<file path="src/rtl/async_rom_pkg.sv">
package async_rom_pkg;
  timeunit 1ns;
  timeprecision 100ps;

  typedef enum logic [1:0] {
    ST_IDLE    = 2'd0,
    ST_ACCESS  = 2'd1,
    ST_ACK     = 2'd2,
    ST_RELEASE = 2'd3
  } rom_state_t;

  // control -> datapath strobes
  typedef struct packed {
    logic loadAddr;
    logic capture;
  } rom_strobe_t;

  // nanoseconds to whole clock cycles, rounded up, at least one
  function automatic int nsToCycles(input int ns, input int periodNs);
    int c;
    c = (ns + periodNs - 1) / periodNs;
    if (c < 1) c = 1;
    return c;
  endfunction
endpackage

</file>
<file path="src/rtl/rom_read_datapath.sv">
module rom_read_datapath
  import async_rom_pkg::*;
#(
  parameter int ADDR_W = 17,
  parameter int DATA_W = 16
) (
  input  logic              clk,
  input  logic              rstN,
  input  rom_strobe_t       strobe,
  input  logic [ADDR_W-1:0] addr,
  input  logic [DATA_W-1:0] memData,
  output logic [ADDR_W-1:0] memAddr,
  output logic [DATA_W-1:0] rdata
);
  timeunit 1ns;
  timeprecision 100ps;

  always_ff @(posedge clk) begin
    if (!rstN) begin
      memAddr <= '0;
      rdata   <= '0;
    end else begin
      if (strobe.loadAddr) memAddr <= addr;
      if (strobe.capture)  rdata   <= memData;
    end
  end

  // captured word held between captures
  a_r2_rdata_hold: assert property (@(posedge clk) disable iff (!rstN)
    !strobe.capture |=> $stable(rdata));
endmodule

</file>
<file path="src/rtl/rom_read_fsm.sv">
module rom_read_fsm
  import async_rom_pkg::*;
#(
  parameter int A_CYC = 3,
  parameter int O_CYC = 1,
  parameter int F_CYC = 1
) (
  input  logic        clk,
  input  logic        rstN,
  input  logic        req,
  output rom_strobe_t strobe,
  output logic        ceN,
  output logic        oeN,
  output logic        ack,
  output logic        busFree
);
  timeunit 1ns;
  timeprecision 100ps;

  localparam int OE_LEAD = (A_CYC > O_CYC) ? (A_CYC - O_CYC) : 0;
  localparam int MAX_C   = (A_CYC > F_CYC) ? A_CYC : F_CYC;
  localparam int CNT_W   = $clog2(MAX_C + 2);
  localparam logic [CNT_W-1:0] A_LIM    = CNT_W'(A_CYC);
  localparam logic [CNT_W-1:0] O_LIM    = CNT_W'(O_CYC);
  localparam logic [CNT_W-1:0] F_LIM    = CNT_W'(F_CYC);
  localparam logic [CNT_W-1:0] LEAD_LIM = CNT_W'(OE_LEAD);

  rom_state_t       state;
  logic [CNT_W-1:0] addrCnt;
  logic [CNT_W-1:0] oeCnt;
  logic [CNT_W-1:0] relCnt;
  logic             take;
  logic             ready;

  assign take    = req && (state == ST_IDLE || state == ST_ACK);
  assign ready   = (state == ST_ACCESS) && (addrCnt >= A_LIM) && (oeCnt >= O_LIM);
  assign busFree = (state == ST_IDLE);

  always_comb begin
    strobe.loadAddr = take;
    strobe.capture  = ready;
  end

  always_ff @(posedge clk) begin
    if (!rstN) begin
      state   <= ST_IDLE;
      ceN     <= 1'b1;
      oeN     <= 1'b1;
      ack     <= 1'b0;
      addrCnt <= '0;
      oeCnt   <= '0;
      relCnt  <= '0;
    end else begin
      ack <= 1'b0;
      case (state)
        ST_IDLE: begin
          if (take) begin
            state   <= ST_ACCESS;
            ceN     <= 1'b0;
            addrCnt <= CNT_W'(1);
            if (OE_LEAD == 0) begin
              oeN   <= 1'b0;
              oeCnt <= CNT_W'(1);
            end
          end
        end
        ST_ACCESS: begin
          if (ready) begin
            ack   <= 1'b1;
            state <= ST_ACK;
          end else begin
            if (addrCnt < A_LIM) addrCnt <= addrCnt + 1'b1;
            if (oeN && addrCnt >= LEAD_LIM) begin
              oeN   <= 1'b0;
              oeCnt <= CNT_W'(1);
            end else if (!oeN && oeCnt < O_LIM) begin
              oeCnt <= oeCnt + 1'b1;
            end
          end
        end
        ST_ACK: begin
          if (take) begin
            state   <= ST_ACCESS;
            addrCnt <= CNT_W'(1);
          end else begin
            state  <= ST_RELEASE;
            ceN    <= 1'b1;
            oeN    <= 1'b1;
            oeCnt  <= '0;
            relCnt <= CNT_W'(1);
          end
        end
        default: begin
          if (relCnt >= F_LIM) state <= ST_IDLE;
          else                 relCnt <= relCnt + 1'b1;
        end
      endcase
    end
  end

  // a single-cycle acknowledge
  a_r2_ack_single: assert property (@(posedge clk) disable iff (!rstN)
    ack |=> !ack);
  // output enable only inside chip enable
  a_r4_oe_in_ce: assert property (@(posedge clk) disable iff (!rstN)
    !oeN |-> !ceN);
endmodule

</file>
<file path="src/rtl/async_rom_reader.sv">
module async_rom_reader
  import async_rom_pkg::*;
#(
  parameter int CLK_PERIOD_NS = 20,
  parameter int T_ADDR_NS     = 55,
  parameter int T_OE_NS       = 20,
  parameter int T_FLOAT_NS    = 20,
  parameter int ADDR_W        = 17,
  parameter int DATA_W        = 16
) (
  input  logic              clk,
  input  logic              rstN,
  input  logic              req,
  input  logic [ADDR_W-1:0] addr,
  output logic              ack,
  output logic [DATA_W-1:0] rdata,
  output logic              busFree,
  output logic [ADDR_W-1:0] memAddr,
  output logic              memCeN,
  output logic              memOeN,
  input  logic [DATA_W-1:0] memData
);
  timeunit 1ns;
  timeprecision 100ps;

  localparam int A_CYC = nsToCycles(T_ADDR_NS, CLK_PERIOD_NS);
  localparam int O_RAW = nsToCycles(T_OE_NS, CLK_PERIOD_NS);
  localparam int O_CYC = (O_RAW > A_CYC) ? A_CYC : O_RAW;
  localparam int F_CYC = nsToCycles(T_FLOAT_NS, CLK_PERIOD_NS);

  rom_strobe_t strobe;

  rom_read_fsm #(.A_CYC(A_CYC), .O_CYC(O_CYC), .F_CYC(F_CYC)) ctrl (
    .clk(clk), .rstN(rstN), .req(req), .strobe(strobe),
    .ceN(memCeN), .oeN(memOeN), .ack(ack), .busFree(busFree)
  );

  rom_read_datapath #(.ADDR_W(ADDR_W), .DATA_W(DATA_W)) dpath (
    .clk(clk), .rstN(rstN), .strobe(strobe), .addr(addr),
    .memData(memData), .memAddr(memAddr), .rdata(rdata)
  );

  // bus offered to others only with the memory disabled
  a_r8_free_idle: assert property (@(posedge clk) disable iff (!rstN)
    busFree |-> (memCeN && memOeN));
  // both enables rise in the same cycle
  a_r7_rise_together: assert property (@(posedge clk) disable iff (!rstN)
    $rose(memCeN) |-> memOeN);
  // no handover in the cycle the enables rise
  a_r7_guard: assert property (@(posedge clk) disable iff (!rstN)
    $rose(memCeN) |-> !busFree);
  // address frozen inside one word
  a_r5_addr_stable: assert property (@(posedge clk) disable iff (!rstN)
    (!memCeN && !$past(memCeN) && !$past(ack)) |-> $stable(memAddr));
endmodule

</file>
<file path="config.mk">
export PLATFORM = sky130hd
export DESIGN_NAME = async_rom_reader
export DESIGN_NICKNAME = d
export VERILOG_FILES = /design/src/rtl/async_rom_pkg.sv /design/src/rtl/rom_read_datapath.sv /design/src/rtl/rom_read_fsm.sv /design/src/rtl/async_rom_reader.sv
export SDC_FILE = /design/constraint.sdc
export NUM_CORES = 1
export LEC_CHECK = 0
export BUFFER_PORTS_ARGS = -buffer_cell sky130_fd_sc_hd__buf_2
export CAP_MARGIN = 20
export CORE_MARGIN = 5
export CORE_UTILIZATION = 48
export DETAILED_ROUTE_END_ITERATION = 12
export PLACE_DENSITY_LB_ADDON = 0.25
export SETUP_SLACK_MARGIN = 0.02
export SKIP_CTS_REPAIR_TIMING = 1
export SLEW_MARGIN = 30
export SYNTH_ARGS = -nofsm -noshare
export SYNTH_HDL_FRONTEND = slang
export SYNTH_SLANG_ARGS = --single-unit
export TNS_END_PERCENT = 30
</file>
<file path="constraint.sdc">
create_clock -name clk -period 2.51 [get_ports clk]
set_clock_uncertainty 0.15 [all_clocks]
set_input_delay 0.3765 -clock clk [delete_from_list [all_inputs] [get_ports clk]]
set_output_delay 0.3765 -clock clk [all_outputs]
set_load 0.03 [all_outputs]
</file>
After elaboration in Yosys (flattened, before gate mapping)

Cells that the tools add are included.

Output and inout bits: 37
Logic and storage cells: 75
Bits of input ports: 36
Register bits after elaboration: 47

Bitwise logic cells: 1
Equal/unequal tests: 11
Magnitude comparators: 6
Muxes and demuxes: 24
Add/sub/neg operators: 3
Reductions and logical operators: 21

Operator list:

| cell                                                              | count |
|---|---|
| two-way mux 3 bit                                                 | 9 |
| one-hot mux 3 bit (2 select lines)                                | 3 |
| AND reduction 4 bit                                               | 3 |
| adder 3 x 1 -> 3 bit, second input constant                       | 3 |
| AND reduction 3 bit                                               | 3 |
| two-way mux 2 bit                                                 | 4 |
| != test 2 x 1 -> 1 bit, second input constant                     | 4 |
| != test 2 bit, second input constant                              | 4 |
| greater-or-equal comparator 3 x 1 -> 1 bit, second input constant | 2 |
| greater-or-equal comparator 3 x 2 -> 1 bit, second input constant | 2 |
| one-hot mux 2 bit (3 select lines)                                | 1 |
| nonzero test 2 bit                                                | 3 |
| logical AND 1 bit                                                 | 5 |
| two-way mux 1 bit                                                 | 5 |
| one-hot mux 1 bit (2 select lines)                                | 2 |
| nonzero test 4 bit                                                | 1 |
| OR reduction 2 bit                                                | 2 |
| < comparator 3 x 1 -> 1 bit, second input constant                | 1 |
| < comparator 3 x 2 -> 1 bit, second input constant                | 1 |
| != test 3 bit, second input constant                              | 1 |
| == test 2 x 1 -> 1 bit, second input constant                     | 1 |
| == test 2 bit, second input constant                              | 1 |
| logical NOT 2 bit                                                 | 1 |
| AND reduction 2 bit                                               | 1 |
| other kinds (3)                                                   | 3 |

Depth between registers and ports, before layout

Depth in word-level cells: 6
Gate-level depth with buffers: 8
Gate-level depth less buffers: 6

By module

Synthesis repeated with hierarchy kept, for this count alone.

Cell total of the unflattened synthesis: 221
Area, all modules: 2213.4 um^2

Modules (own cells, without submodules):

| module            | area each (um^2) | seq. area each (um^2) | times used | cells an instance |
|---|---|---|---|---|
| rom_read_datapath | 1271.2           | 660.6                 | 1          | 106 |
| rom_read_fsm      | 942.2            | 280.3                 | 1          | 115 |

Least setup slack after synthesis

OpenSTA, ideal clock, no wires.

Path kind: reg-to-reg
From: register ctrl.addrCnt[0]
To: register ctrl.oeCnt[0]
Stages on the path, launching flop included: 8
Data required time: 2244 ps
Clock period less this slack: 2036 ps
Setup slack: 474 ps
Buffers on the path: 1
Library setup time: 116 ps
Data arrival time: 1770 ps
Path through: dfxtp_1 ha_1 ha_1 a211oi_1 nor3_2 buf_6 o311a_1 a41o_1

Longest elaborated chain between the ends: 5
Elaborated cells between the ends (all ways): 11
Classes of those cells: order compare: 2; eq/ne: 2; mux: 3; reduce/logical: 4

Ends and longest elaborated chain:

| item                                                                      | line                                   | text |
|---|---|---|
| from (decl)                                                               | rom_read_fsm.sv:29                     | `logic [CNT_W-1:0] addrCnt;` |
| from (signal assigned)                                                    | rom_read_fsm.sv:72                     | `if (addrCnt < A_LIM) addrCnt <= addrCnt + 1'b1;` |
| greater-or-equal comparator 3 x 2 -> 1 bit, on equally long branches      | rom_read_fsm.sv:73, rom_read_fsm.sv:36 |  |
| logical AND 1 bit, on equally long branches                               | rom_read_fsm.sv:73, rom_read_fsm.sv:36 |  |
| two-way mux 3 bit or logical AND 1 bit (tied branches)                    | rom_read_fsm.sv:73, rom_read_fsm.sv:36 |  |
| two-way mux 3 bit or != test 2 bit (tied branches)                        | --                                     |  |
| one-hot mux 3 bit (2 select lines) or AND reduction 4 bit (tied branches) | --                                     |  |
| to (signal assigned)                                                      | rom_read_fsm.sv:77                     | `oeCnt <= oeCnt + 1'b1;` |
| to (decl)                                                                 | rom_read_fsm.sv:30                     | `logic [CNT_W-1:0] oeCnt;` |

Parallel ways exist; a longest one is shown, timed or not. The select of a mux whose other input is x is not followed.
A chain may end at the register's enable or synchronous reset.

Worst setup path in the final report

Same ends and word-level chain as after synthesis.

==> qor.csv <==
stage,metric,value,unit
setup_path,worst stage delay on the critical path,0.40,ns
drt,WL per Instance,12.1,µm
flow_run,Max-Cap Viols,0,
timing,PnR worst setup slack,0.430,ns
global_route,maximum number of pins on one net before global-route repair,38,
global_route,first-pass GRT wire length,6860,µm
placed_design,Placer Congestion,0.838,
timing,Final Hold Viols,0,
synthesis,Post-Syn Area,1960,µm²
placed_design,I/O Buffers,72,
setup_path,worst path cell trace,ha_1 -> ha_1 -> a211oi_1 -> nor3_4 -> o311a_1 -> a41o_1,
synthesis,syn_area_per_cell,9.04,µm²
timing,Final setup viols,0,
synthesis,dominant synthesized flop cell,dfxtp_1,
finish,Nets,330,
drt,WL final,4090,µm
placed_design,DP Worst Slack,0.439,ns
synthesis,"Seq/Total Area, Yosys",48.0,%
finish,Layout Utilization,61.7,%
clock_tree,TritonCTS buffer count,5,
finish,share of cells above drive strength 1,31.6,%
floorplan,Core Footprint,3970,µm²
clock_tree,H-tree levels,2,
clock_tree,"Clk pin slew, worst setup/hold paths",0.09,ns
status,outcome,"complete, no violations",
setup_path,CP startpoint kind,flip-flop,
finish,area taken by multi-input logic gates,922,µm²
global_route,initial antenna violation count,0,
synthesis,Yosys top cell area share,48.0,%
drt,Routed Antenna Nets,0,
min_path,worst hold stages,3,
power_and_ir_drop,power per cell area,620,nW/µm²
synthesis,Mapped Cells,217,
synthesis,Yosys top cell by area,dfxtp_1,
setup_path,FF-to-FF path depth,6,
placed_design,Placed Area,2340,µm²
floorplan,num ports,73,
global_route,total gr overflow,0,
finish,Layout Cells excl Fill,338,
timing,RSZ-0062 raised after global routing,false,
synthesis,largest cells by area after synthesis,"dfxtp_1 (48%), mux2i_1 (8.7%), nand2_1 (8.0%)",
global_route,GRT Resource Usage Total,15.9,%
setup_path,Worst path slowest cell,a211oi_1,
drt,drt initial violations,75,
floorplan,Die ar.,5470,µm²
floorplan,Die X,73.9,µm
timing,fin crit share,82.9,%
drt,Post-route DRC,0,
synthesis,Yosys warnings,0,
placed_design,dpl hpwl,3020,µm
synthesis,fraction of registers with async set/reset,0,%
clock_tree,root buffer cell,clkbuf_8,
floorplan,Std-Cell Rows,23,
clock_tree,Clock Latency Late Sink,0.29,ns
setup_path,WP data required,2.55,ns
drt,TritonRoute pass-1 iters,4,
global_route,vias in the first global route,1583,
finish,fillers,372,
finish,# diodes,0,
power_and_ir_drop,Max IR drop VDD,0.393,mV
setup_path,endpoint type of the worst setup path,flip-flop,
timing,Worst slew margin,68.1,%
timing,setup TNS,0,ns
finish,flip-flop and latch area,941,µm²
clock_tree,CTS tree,done,
synthesis,Cell variety after synth,36,
setup_path,Setup Crit Path Kind,flip-flop to flip-flop,
timing,final hold slack,0.156,ns
synthesis,syn_nets,260,
timing,worst slew pin tran,0.475,ns
clock_tree,number of clock sinks,47,
placed_design,Placed Cells,330,
setup_path,Worst Path Max Fanout,6,
synthesis,Post-synth EDFFs,0,
floorplan,Die Height,73.9,µm
setup_path,CP arrival,2.12,ns
drt,via count,1708,
finish,Post-Layout Inst Area,2450,µm²
power_and_ir_drop,Pleak,1.12,nW
finish,area grow syn2layout,24.9,%
timing,FMAX,0.481,GHz
timing,final slew viol count,0,
timing,min cycle time layout,2.08,ns
power_and_ir_drop,total power,1.52,mW
setup_path,Most common cell on crit path,ha_1,
clock_tree,clock tree buffer depth,2,
floorplan,initial core utilization,49.4,%
min_path,HP Class,input pin to flip-flop,
synthesis,#FFs+latches synth,47,
drt,via/cell ratio,5.05,
final cells by class:
class | count | area share [%]
sequential | 47 | 38.4
multi-input combinational | 151 | 37.6
timing repair buffer | 76 | 15.9
clock buffer | 5 | 2.81
tap | 50 | 2.55
clock inverter | 3 | 1.79
inverter | 6 | 0.919
power breakdown:
| group | total, mW | switching (mW) | internal (mW) |
|---|---|---|---|
| clock network | 0.550 | 0.253 | 0.297 |
| logic | 0.182 | 0.112 | 0.0696 |
| registers | 0.788 | 0.0191 | 0.769 |
| total | 1.52 | 0.384 | 1.13 |
sequential cells by signal, summed over array words and instances, names as in the netlist:
name / cells
ctrl.ack: 1
ctrl.ceN: 1
ctrl.addrCnt: 3
dpath.memAddr: 17
ctrl.oeCnt: 3
ctrl.state: 2
ctrl.relCnt: 3
dpath.rdata: 16
ctrl.oeN: 1
critical path: cells and delay by family (launching register included):
family / cells / cell delay [ns]
AOI/OAI and AO/OA: 3 / 0.96
and+or+nand+nor: 1 / 0.07
DFF: 1 / 0.37
adders and majority gates: 2 / 0.43
cells by family (layout without fill, tap and decap cells):
group | count (synthesis) | count (layout) | share of synthesized area [%]
AND/OR/NAND/NOR | 84 | 84 | 20.2
flip-flops | 47 | 47 | 48.0
AO/OA/AOI/OAI | 43 | 43 | 13.3
buffers and inverters | 19 | 90 | 5.36
multiplexers | 17 | 17 | 8.67
adder cells (fa/ha/maj) | 7 | 7 | 4.46
cell usage in the layout, fill, tap and decap left out, types with 4 or more instances in the layout:
cell      synthesis  final
dfxtp_1          47     47
buf_2             0     72
nand2_1          42     42
inv_1             6      6
mux2i_1          17     17
ha_1              7      7
a21oi_1          23     23
clkbuf_8          0      5
buf_4             1      4
nor2_1           23     23
metal layers:
| layer | global-route usage, % | routed length (µm) |
|---|---|---|
| met2 | 24.7 | 1900 |
| met4 | 6.24 | 48 |
| met5 | 0 | 0 |
| met1 | 20.1 | 1840 |
| met3 | 5.95 | 306 |
Yosys cell counts, types with 2 or more instances:
cell and instances:
a31oi_1 3, dfxtp_1 47, nor3_2 2, a21o_1 2
a21oi_1 23, nand3b_1 2, o21ai_0 3, clkbuf_1 8
nand2_1 42, nand2b_1 3, or3_1 2, a211oi_1 3
ha_1 7, o21a_1 2, mux2i_1 17, nor2_1 23
buf_6 4, inv_1 6
worst paths after layout:
kind / startpoint / end / slack (ns)
worst max register to register: ctrl.addrCnt[0] / ctrl.oeCnt[0] / 0.43
worst min register to register: dpath.memAddr[14] / dpath.memAddr[14] / 0.31
worst max-delay path: ctrl.addrCnt[0] / ctrl.oeCnt[0] / 0.43
worst min-delay path: addr[5] / dpath.memAddr[5] / 0.16
Note: power is estimated with default switching activity, not from simulation.
